--- src/rtl/regarray_alu_pkg.sv ---
package regarray_alu_pkg;

    localparam int DW = 8;
    localparam int NW = 4;

    typedef enum logic [2:0] {
        OP_NAND = 3'd0,
        OP_XOR  = 3'd1,
        OP_BSUB = 3'd2,
        OP_SUB  = 3'd3,
        OP_AND  = 3'd4,
        OP_OR   = 3'd5,
        OP_BADD = 3'd6,
        OP_ADD  = 3'd7
    } aop_e;

    typedef enum logic [1:0] {
        ST_IDLE = 2'd0,
        ST_PRE  = 2'd1,
        ST_STEP = 2'd2
    } seq_st_e;

endpackage

--- src/rtl/ar_decode.sv ---
module ar_decode
    import regarray_alu_pkg::*;
#(
    parameter logic [4:0] OPC_GROUP = 5'b00010
) (
    input  logic [7:0] opcode_i,
    input  logic [7:0] dst_i,
    input  logic [7:0] desc_i,
    output logic       legal_o,
    output logic       wr_o,
    output logic       swap_o,
    output aop_e       op_o,
    output logic [2:0] first_o,
    output logic [2:0] ahi_o,
    output logic [2:0] bpage_o,
    output logic [3:0] nbytes_o
);
    logic [2:0] span;

    always_comb begin
        legal_o  = (opcode_i[7:3] == OPC_GROUP) && (desc_i[4:3] == 2'b00);
        op_o     = aop_e'(opcode_i[2:0]);
        wr_o     = dst_i[7];
        swap_o   = dst_i[6];
        ahi_o    = dst_i[5:3];
        first_o  = dst_i[2:0];
        bpage_o  = desc_i[2:0];
        span     = desc_i[7:5] - dst_i[2:0];
        nbytes_o = {1'b0, span} + 4'd1;
    end
endmodule

--- src/rtl/ar_byte_alu.sv ---
module ar_byte_alu
    import regarray_alu_pkg::*;
(
    input  aop_e          op_i,
    input  logic [DW-1:0] x_i,
    input  logic [DW-1:0] y_i,
    input  logic          cin_i,
    output logic [DW-1:0] res_o,
    output logic          cout_o
);
    localparam int DIGITS = DW / NW;

    logic [NW:0] dsum;
    logic        dcy;

    always_comb begin
        res_o  = '0;
        cout_o = 1'b0;
        dsum   = '0;
        dcy    = cin_i;
        case (op_i)
            OP_NAND: res_o = ~(x_i & y_i);
            OP_XOR:  res_o = x_i ^ y_i;
            OP_AND:  res_o = x_i & y_i;
            OP_OR:   res_o = x_i | y_i;
            OP_ADD:  {cout_o, res_o} = {1'b0, x_i} + {1'b0, y_i} + (DW+1)'(cin_i);
            OP_SUB:  {cout_o, res_o} = {1'b0, x_i} - {1'b0, y_i} - (DW+1)'(cin_i);
            OP_BADD: begin
                for (int d = 0; d < DIGITS; d++) begin
                    dsum = {1'b0, x_i[d*NW +: NW]} + {1'b0, y_i[d*NW +: NW]} + (NW+1)'(dcy);
                    if (dsum > (NW+1)'(9)) begin
                        dsum = dsum + (NW+1)'(6);
                        dcy  = 1'b1;
                    end else begin
                        dcy  = 1'b0;
                    end
                    res_o[d*NW +: NW] = dsum[NW-1:0];
                end
                cout_o = dcy;
            end
            OP_BSUB: begin
                for (int d = 0; d < DIGITS; d++) begin
                    dsum = {1'b0, x_i[d*NW +: NW]} - {1'b0, y_i[d*NW +: NW]} - (NW+1)'(dcy);
                    if (dsum[NW]) begin
                        dsum = dsum - (NW+1)'(6);
                        dcy  = 1'b1;
                    end else begin
                        dcy  = 1'b0;
                    end
                    res_o[d*NW +: NW] = dsum[NW-1:0];
                end
                cout_o = dcy;
            end
            default: res_o = '0;
        endcase
    end
endmodule

--- src/rtl/ar_regfile.sv ---
module ar_regfile
    import regarray_alu_pkg::*;
#(
    parameter int DEPTH = 128,
    parameter int AW    = $clog2(DEPTH)
) (
    input  logic          clk_i,
    input  logic          rst_ni,
    input  logic          host_we_i,
    input  logic [AW-1:0] host_addr_i,
    input  logic [DW-1:0] host_wdata_i,
    output logic [DW-1:0] host_rdata_o,
    input  logic          eng_we_i,
    input  logic [AW-1:0] eng_waddr_i,
    input  logic [DW-1:0] eng_wdata_i,
    input  logic [AW-1:0] rd_a_addr_i,
    output logic [DW-1:0] rd_a_data_o,
    input  logic [AW-1:0] rd_b_addr_i,
    output logic [DW-1:0] rd_b_data_o
);
    logic [DW-1:0] mem_q [DEPTH];

    always_ff @(posedge clk_i) begin
        if (!rst_ni) begin
            for (int i = 0; i < DEPTH; i++) mem_q[i] <= '0;
        end else if (eng_we_i) begin
            mem_q[eng_waddr_i] <= eng_wdata_i;
        end else if (host_we_i) begin
            mem_q[host_addr_i] <= host_wdata_i;
        end
    end

    assign host_rdata_o = mem_q[host_addr_i];
    assign rd_a_data_o  = mem_q[rd_a_addr_i];
    assign rd_b_data_o  = mem_q[rd_b_addr_i];
endmodule

--- src/rtl/regarray_alu_seq.sv ---
module regarray_alu_seq
    import regarray_alu_pkg::*;
#(
    parameter int REGS     = 128,
    parameter int OVH_FAST = 6,
    parameter int OVH_SLOW = 9,
    parameter int STEP_CYC = 4
) (
    input  logic       clk_i,
    input  logic       rst_ni,
    input  logic       start_i,
    input  logic [7:0] opcode_i,
    input  logic [7:0] dst_i,
    input  logic [7:0] desc_i,
    input  logic       slow_i,
    input  logic       host_we_i,
    input  logic [6:0] host_addr_i,
    input  logic [7:0] host_wdata_i,
    output logic [7:0] host_rdata_o,
    output logic       busy_o,
    output logic       done_o,
    output logic       zero_o,
    output logic       carry_o
);
    localparam int AW = $clog2(REGS);
    localparam int PW = $clog2(OVH_SLOW + 1);
    localparam int SW = (STEP_CYC > 1) ? $clog2(STEP_CYC) : 1;
    localparam logic [SW-1:0] SUB_LAST = SW'(STEP_CYC - 1);

    typedef struct packed {
        seq_st_e     st;
        logic [PW-1:0] pre;
        logic [SW-1:0] sub;
        logic [2:0]  idx;
        logic [3:0]  left;
        logic        wr;
        logic        swap;
        aop_e        op;
        logic [2:0]  ahi;
        logic [2:0]  bpage;
        logic        cy;
        logic        zacc;
        logic        done;
        logic        zf;
        logic        cf;
    } seq_s;

    seq_s q, d;

    logic          dec_legal, dec_wr, dec_swap;
    aop_e          dec_op;
    logic [2:0]    dec_first, dec_ahi, dec_bpage;
    logic [3:0]    dec_n;
    logic [AW-1:0] a_addr, b_addr, w_addr;
    logic [DW-1:0] a_data, b_data, x_opnd, y_opnd, alu_res;
    logic          alu_cout, eng_we, host_we_ok, res_zero;

    ar_decode u_dec (
        .opcode_i (opcode_i),
        .dst_i    (dst_i),
        .desc_i   (desc_i),
        .legal_o  (dec_legal),
        .wr_o     (dec_wr),
        .swap_o   (dec_swap),
        .op_o     (dec_op),
        .first_o  (dec_first),
        .ahi_o    (dec_ahi),
        .bpage_o  (dec_bpage),
        .nbytes_o (dec_n)
    );

    always_comb begin
        a_addr = AW'({1'b1, q.ahi, q.idx});
        b_addr = AW'({1'b0, q.bpage, q.idx});
        x_opnd = q.swap ? a_data : b_data;
        y_opnd = q.swap ? b_data : a_data;
        w_addr = q.swap ? a_addr : b_addr;
        host_we_ok = host_we_i && (q.st == ST_IDLE);
    end

    ar_regfile #(.DEPTH(REGS), .AW(AW)) u_rf (
        .clk_i        (clk_i),
        .rst_ni       (rst_ni),
        .host_we_i    (host_we_ok),
        .host_addr_i  (host_addr_i),
        .host_wdata_i (host_wdata_i),
        .host_rdata_o (host_rdata_o),
        .eng_we_i     (eng_we),
        .eng_waddr_i  (w_addr),
        .eng_wdata_i  (alu_res),
        .rd_a_addr_i  (a_addr),
        .rd_a_data_o  (a_data),
        .rd_b_addr_i  (b_addr),
        .rd_b_data_o  (b_data)
    );

    ar_byte_alu u_alu (
        .op_i   (q.op),
        .x_i    (x_opnd),
        .y_i    (y_opnd),
        .cin_i  (q.cy),
        .res_o  (alu_res),
        .cout_o (alu_cout)
    );

    always_comb begin
        d        = q;
        d.done   = 1'b0;
        eng_we   = 1'b0;
        res_zero = (alu_res == '0);
        case (q.st)
            ST_IDLE: begin
                if (start_i && dec_legal) begin
                    d.st    = ST_PRE;
                    d.pre   = slow_i ? PW'(OVH_SLOW - 1) : PW'(OVH_FAST - 1);
                    d.sub   = '0;
                    d.idx   = dec_first;
                    d.left  = dec_n;
                    d.wr    = dec_wr;
                    d.swap  = dec_swap;
                    d.op    = dec_op;
                    d.ahi   = dec_ahi;
                    d.bpage = dec_bpage;
                    d.cy    = 1'b0;
                    d.zacc  = 1'b1;
                end
            end
            ST_PRE: begin
                if (q.pre == '0) d.st  = ST_STEP;
                else             d.pre = q.pre - PW'(1);
            end
            ST_STEP: begin
                d.sub = q.sub + SW'(1);
                if (q.sub == SUB_LAST) begin
                    d.sub  = '0;
                    eng_we = q.wr;
                    d.cy   = alu_cout;
                    d.zacc = q.zacc & res_zero;
                    d.idx  = q.idx + 3'd1;
                    d.left = q.left - 4'd1;
                    if (q.left == 4'd1) begin
                        d.st   = ST_IDLE;
                        d.done = 1'b1;
                        d.zf   = q.zacc & res_zero;
                        d.cf   = alu_cout;
                    end
                end
            end
            default: d.st = ST_IDLE;
        endcase
    end

    always_ff @(posedge clk_i) begin
        if (!rst_ni) begin
            q       <= '0;
            q.st    <= ST_IDLE;
            q.op    <= OP_NAND;
        end else begin
            q <= d;
        end
    end

    assign busy_o  = (q.st != ST_IDLE);
    assign done_o  = q.done;
    assign zero_o  = q.zf;
    assign carry_o = q.cf;
endmodule

--- config.mk ---
export PLATFORM = sky130hd
export DESIGN_NAME = regarray_alu_seq
export DESIGN_NICKNAME = d
export VERILOG_FILES = /design/src/rtl/regarray_alu_pkg.sv /design/src/rtl/ar_decode.sv /design/src/rtl/ar_byte_alu.sv /design/src/rtl/ar_regfile.sv /design/src/rtl/regarray_alu_seq.sv
export SDC_FILE = /design/constraint.sdc
export NUM_CORES = 2
export LEC_CHECK = 0
export BUFFER_PORTS_ARGS = -buffer_cell sky130_fd_sc_hd__buf_2
export CAP_MARGIN = 0
export CORE_AREA = 8 8 329 331
export CTS_CLUSTER_DIAMETER = 200
export CTS_CLUSTER_SIZE = 10
export DETAILED_ROUTE_END_ITERATION = 16
export DIE_AREA = 0 0 337 339
export GPL_ROUTABILITY_DRIVEN = 0
export PLACE_DENSITY_LB_ADDON = 0.15
export SYNTH_ARGS = -nofsm -noshare
export SYNTH_HDL_FRONTEND = slang
export SYNTH_HIERARCHICAL = 1
export SYNTH_SLANG_ARGS = --single-unit
--- constraint.sdc ---
create_clock -name clk_i -period 10.2 [get_ports clk_i]
set_input_delay 1.02 -clock clk_i [delete_from_list [all_inputs] [get_ports clk_i]]
set_output_delay 1.02 -clock clk_i [all_outputs]
set_load 0.05 [all_outputs]
==> results.md <==
- Worst path slowest cell: mux2i_4
- DRC: 0
- Synth Area in Simple Gates: 9.32%
- Port Buf Inserts: 55
- Comb pwr share: 13.4%
- Mapped Area: 66500 um2
- Vias in the first global route: 44000
- First-pass iteration count of the detailed router: 8
- Synth Warn #: 6
- Count of unique library cells instantiated by Yosys: 80
- Slew Limit Fails: 0
- Dpl cells: 5316
- Arr. time, crit path: 9.31 ns
- Multiplexer share of the synthesized area: 35.4%
- Fraction of layout cells with a size suffix above 1: 35.1%
- Setup CP Type: reg -> reg
- Clock slew seen by the registers of the worst setup and hold paths: 0.07 ns
- Synth Area in Compound Gates: 2.39%
- Cell leakage power: 21.2 nW
- Gr usage total: 38.0%
- Sequential cell fraction of total power: 49.8%
- Total congestion overflow: 0
- CTS tree: built
- Initial drt markers: 8403
- Clk_lat worst skew: 0.72 ns
- Core area: 103000 um2
- Area growth syn-to-layout: 6.17%
- Sw frac: 26.0%
- Ratio of final minimum period to clock period: 87.3%
- Clk_skew: 0.0410 ns
- Final Hold Vio Count: 0
- Net Count, Synth: 4477
- Req. time, crit path: 10.61 ns
- Final min period: 8.90 ns
- Post-route insts no fill: 5466
- Post-route ant nets: 0
- Maximum VDD drop: 0.143 mV
- CTS sink cnt: 1055
- Final Net Count: 4149
- Largest family of logic cells by synthesized area: multiplexers
- Die area: 114000 um2
- Final Util: 68.6%
- CP bufs+invs: 7
- Fmax: 112 MHz
- Synth Register Bits: 1055
- Fraction of registers with async set/reset: 0%
- Register area share after synthesis: 47.2%
- Area leader, netlist: edfxtp_1
- WHS Path Cells: 2
- Worst Tran Pin Value: 1.40 ns
- Register-to-Register Path Depth: 27
- Slew headroom: 5.74%
- Num CTS Buffers: 115
- Hpwl dp: 138000 um
- Post-synth EDFFs: 1024
- I/O pins: 56
- Setup TNS: 0 ns
- Clk pwr share: 36.8%
- Hold_buf cts: 0
- Internal: 7.45 mW
- Maximum fanout along the worst path: 52
- Via count: 46100
- Clock root buffer: clkbuf_16
- Post-CTS setup buffer count: 0
- Crit. path cell count: 27
- Initial Util: 64.6%
- Slowest stage delay, CP: 0.80 ns
- Sw Pwr: 2.62 mW
- Die X: 337 um
- Chip Height: 339 um
- Cells after synthesis: 4381
- Largest delay share family, worst path: multiplexers
- Rows: 118
- Pwr dens: 143 nW/um2
- Maximum clock path buffer count: 3
- Crit end category: flop
- Setup violators final: 0
- Pin count of the biggest net entering global routing: 129
- Share of the synthesized area in the top cell type: 46.3%
- Post-CTS resize count: 0
- Max cap viols: 0
- Top cells by area, synth: edfxtp_1, mux4_2, nor3_1
- Initial antenna violation count: 27
- Post-Syn Area per Cell: 15.2 um2
- Adder-Cell Fraction of Synth Area: 1.07%
- Wire per inst: 39.7 um
- Vias per inst: 8.43
- Ys flop type: edfxtp_1
- H-tree depth: 3
- Status: finished clean
- Critical Path Source Type: flop
- Worst Hold Class: reg -> reg
- First-pass GRT wire length: 316000 um
- Final wirelength: 217000 um
- Synth Area in XOR/XNOR: 0.390%
- RSZ-0062 raised after global routing: no
[sequential cells by signal, summed over array words and instances, names as in the netlist]
name and cells:
u_rf/mem_q 1024, q 19, a_addr 6, b_addr 3, carry_o 1, done_o 1
zero_o 1
[layout by cell type, fill, tap and decap left out, types with 44 or more instances in the layout]
cell type  count
a21oi_1       44
nor3_1       984
buf_2         50
mux4_2      1009
inv_1         44
clkbuf_16    119
edfxtp_1    1024
nor4_1        50
mux2_2        47
nand2_1       51
ha_1          44
o21ai_1      123
buf_4        117
[path summary, 6_finish.rpt]
kind         slack [ns]                end  startpoint
min                0.46            carry_o     carry_o
min reg2reg        0.46            carry_o     carry_o
max reg2reg        1.30  u_rf/mem_q[99][7]   a_addr[0]
max                1.30  u_rf/mem_q[99][7]   a_addr[0]
[power groups by stage]
| stage | clock network, mW | logic (mW) | registers (mW) |
|---|---|---|---|
| after floorplan | 0 | 0.873 | 5.04 |
| after global routing | 3.86 | 1.38 | 5.03 |
| final | 3.71 | 1.35 | 5.01 |
| after CTS | 3.71 | 1.30 | 5.00 |
| after detailed placement | 0 | 1.29 | 5.09 |
| after global placement | 0 | 1.28 | 5.08 |
[stage by stage]
step | setup slack (ns) | power, mW | hold slack, ns | instance area (um2)
floorplan | 2.43 | 5.91 | 0.432 | 66500
global placement | 1.64 | 6.36 | 0.444 | 67500
detailed placement | 1.48 | 6.39 | 0.452 | 67500
CTS | 1.45 | 10.0 | 0.462 | 70500
global route | 0.977 | 10.3 | 0.484 | 70500
finish | 1.30 | 10.1 | 0.463 | 70600
[synthesized netlist by cell type (4+ instances only)]
cell,number
edfxtp_1,1024
mux4_2,1009
nor3_1,984
clkbuf_1,463
o21ai_1,125
buf_2,79
buf_1,67
nand2_1,51
nor4_1,50
mux2_2,47
a21oi_1,44
ha_1,44
inv_1,44
nor2_1,39
dfxtp_1,31
buf_4,28
mux2i_1,19
o21ai_0,18
xnor2_1,18
nand4_1,17
a211oi_1,9
nand3_1,9
nor2b_1,9
fa_1,8
o31ai_1,8
and2_1,7
buf_6,7
or2_1,7
or3_1,7
xor2_1,7
a22oi_1,6
nand2b_1,6
o21a_1,6
mux2_1,5
o211ai_1,5
o22ai_1,4
[layer usage]
layer  global-route usage (%)  wire length (um)
met1                     52.7             72800
met2                     56.6             99200
met3                     12.2             34400
met4                     14.5             10800
met5                        0               140
[logic make-up after synthesis]
logic type                 Yosys count
xor gates and xnor gates            27
muxes                             1080
AOI/OAI and AO/OA                  263
other                                2
and+or+nand+nor                   1212
buffers and inverters              690
adders and majority gates           52
DFF                               1055
[tightest hold or removal path, cell delays in order, from the launching register on]
cell and delay, ns:
dfxtp_1 0.31, nand2_1 0.05, a21oi_1 0.05
[cell type report]
cell class | count | area, um2
Sequential cell | 1055 | 31400
Clock buffer | 127 | 3010
Timing Repair Buffer | 199 | 1750
Clock inverter | 4 | 55.1
Tap cell | 1380 | 1730
Inverter | 46 | 173
Fill cell | 6865 | 32300
Multi-Input combinational cell | 2636 | 32400
Antenna cell | 19 | 47.5
Power figures use the tool's default switching activity.
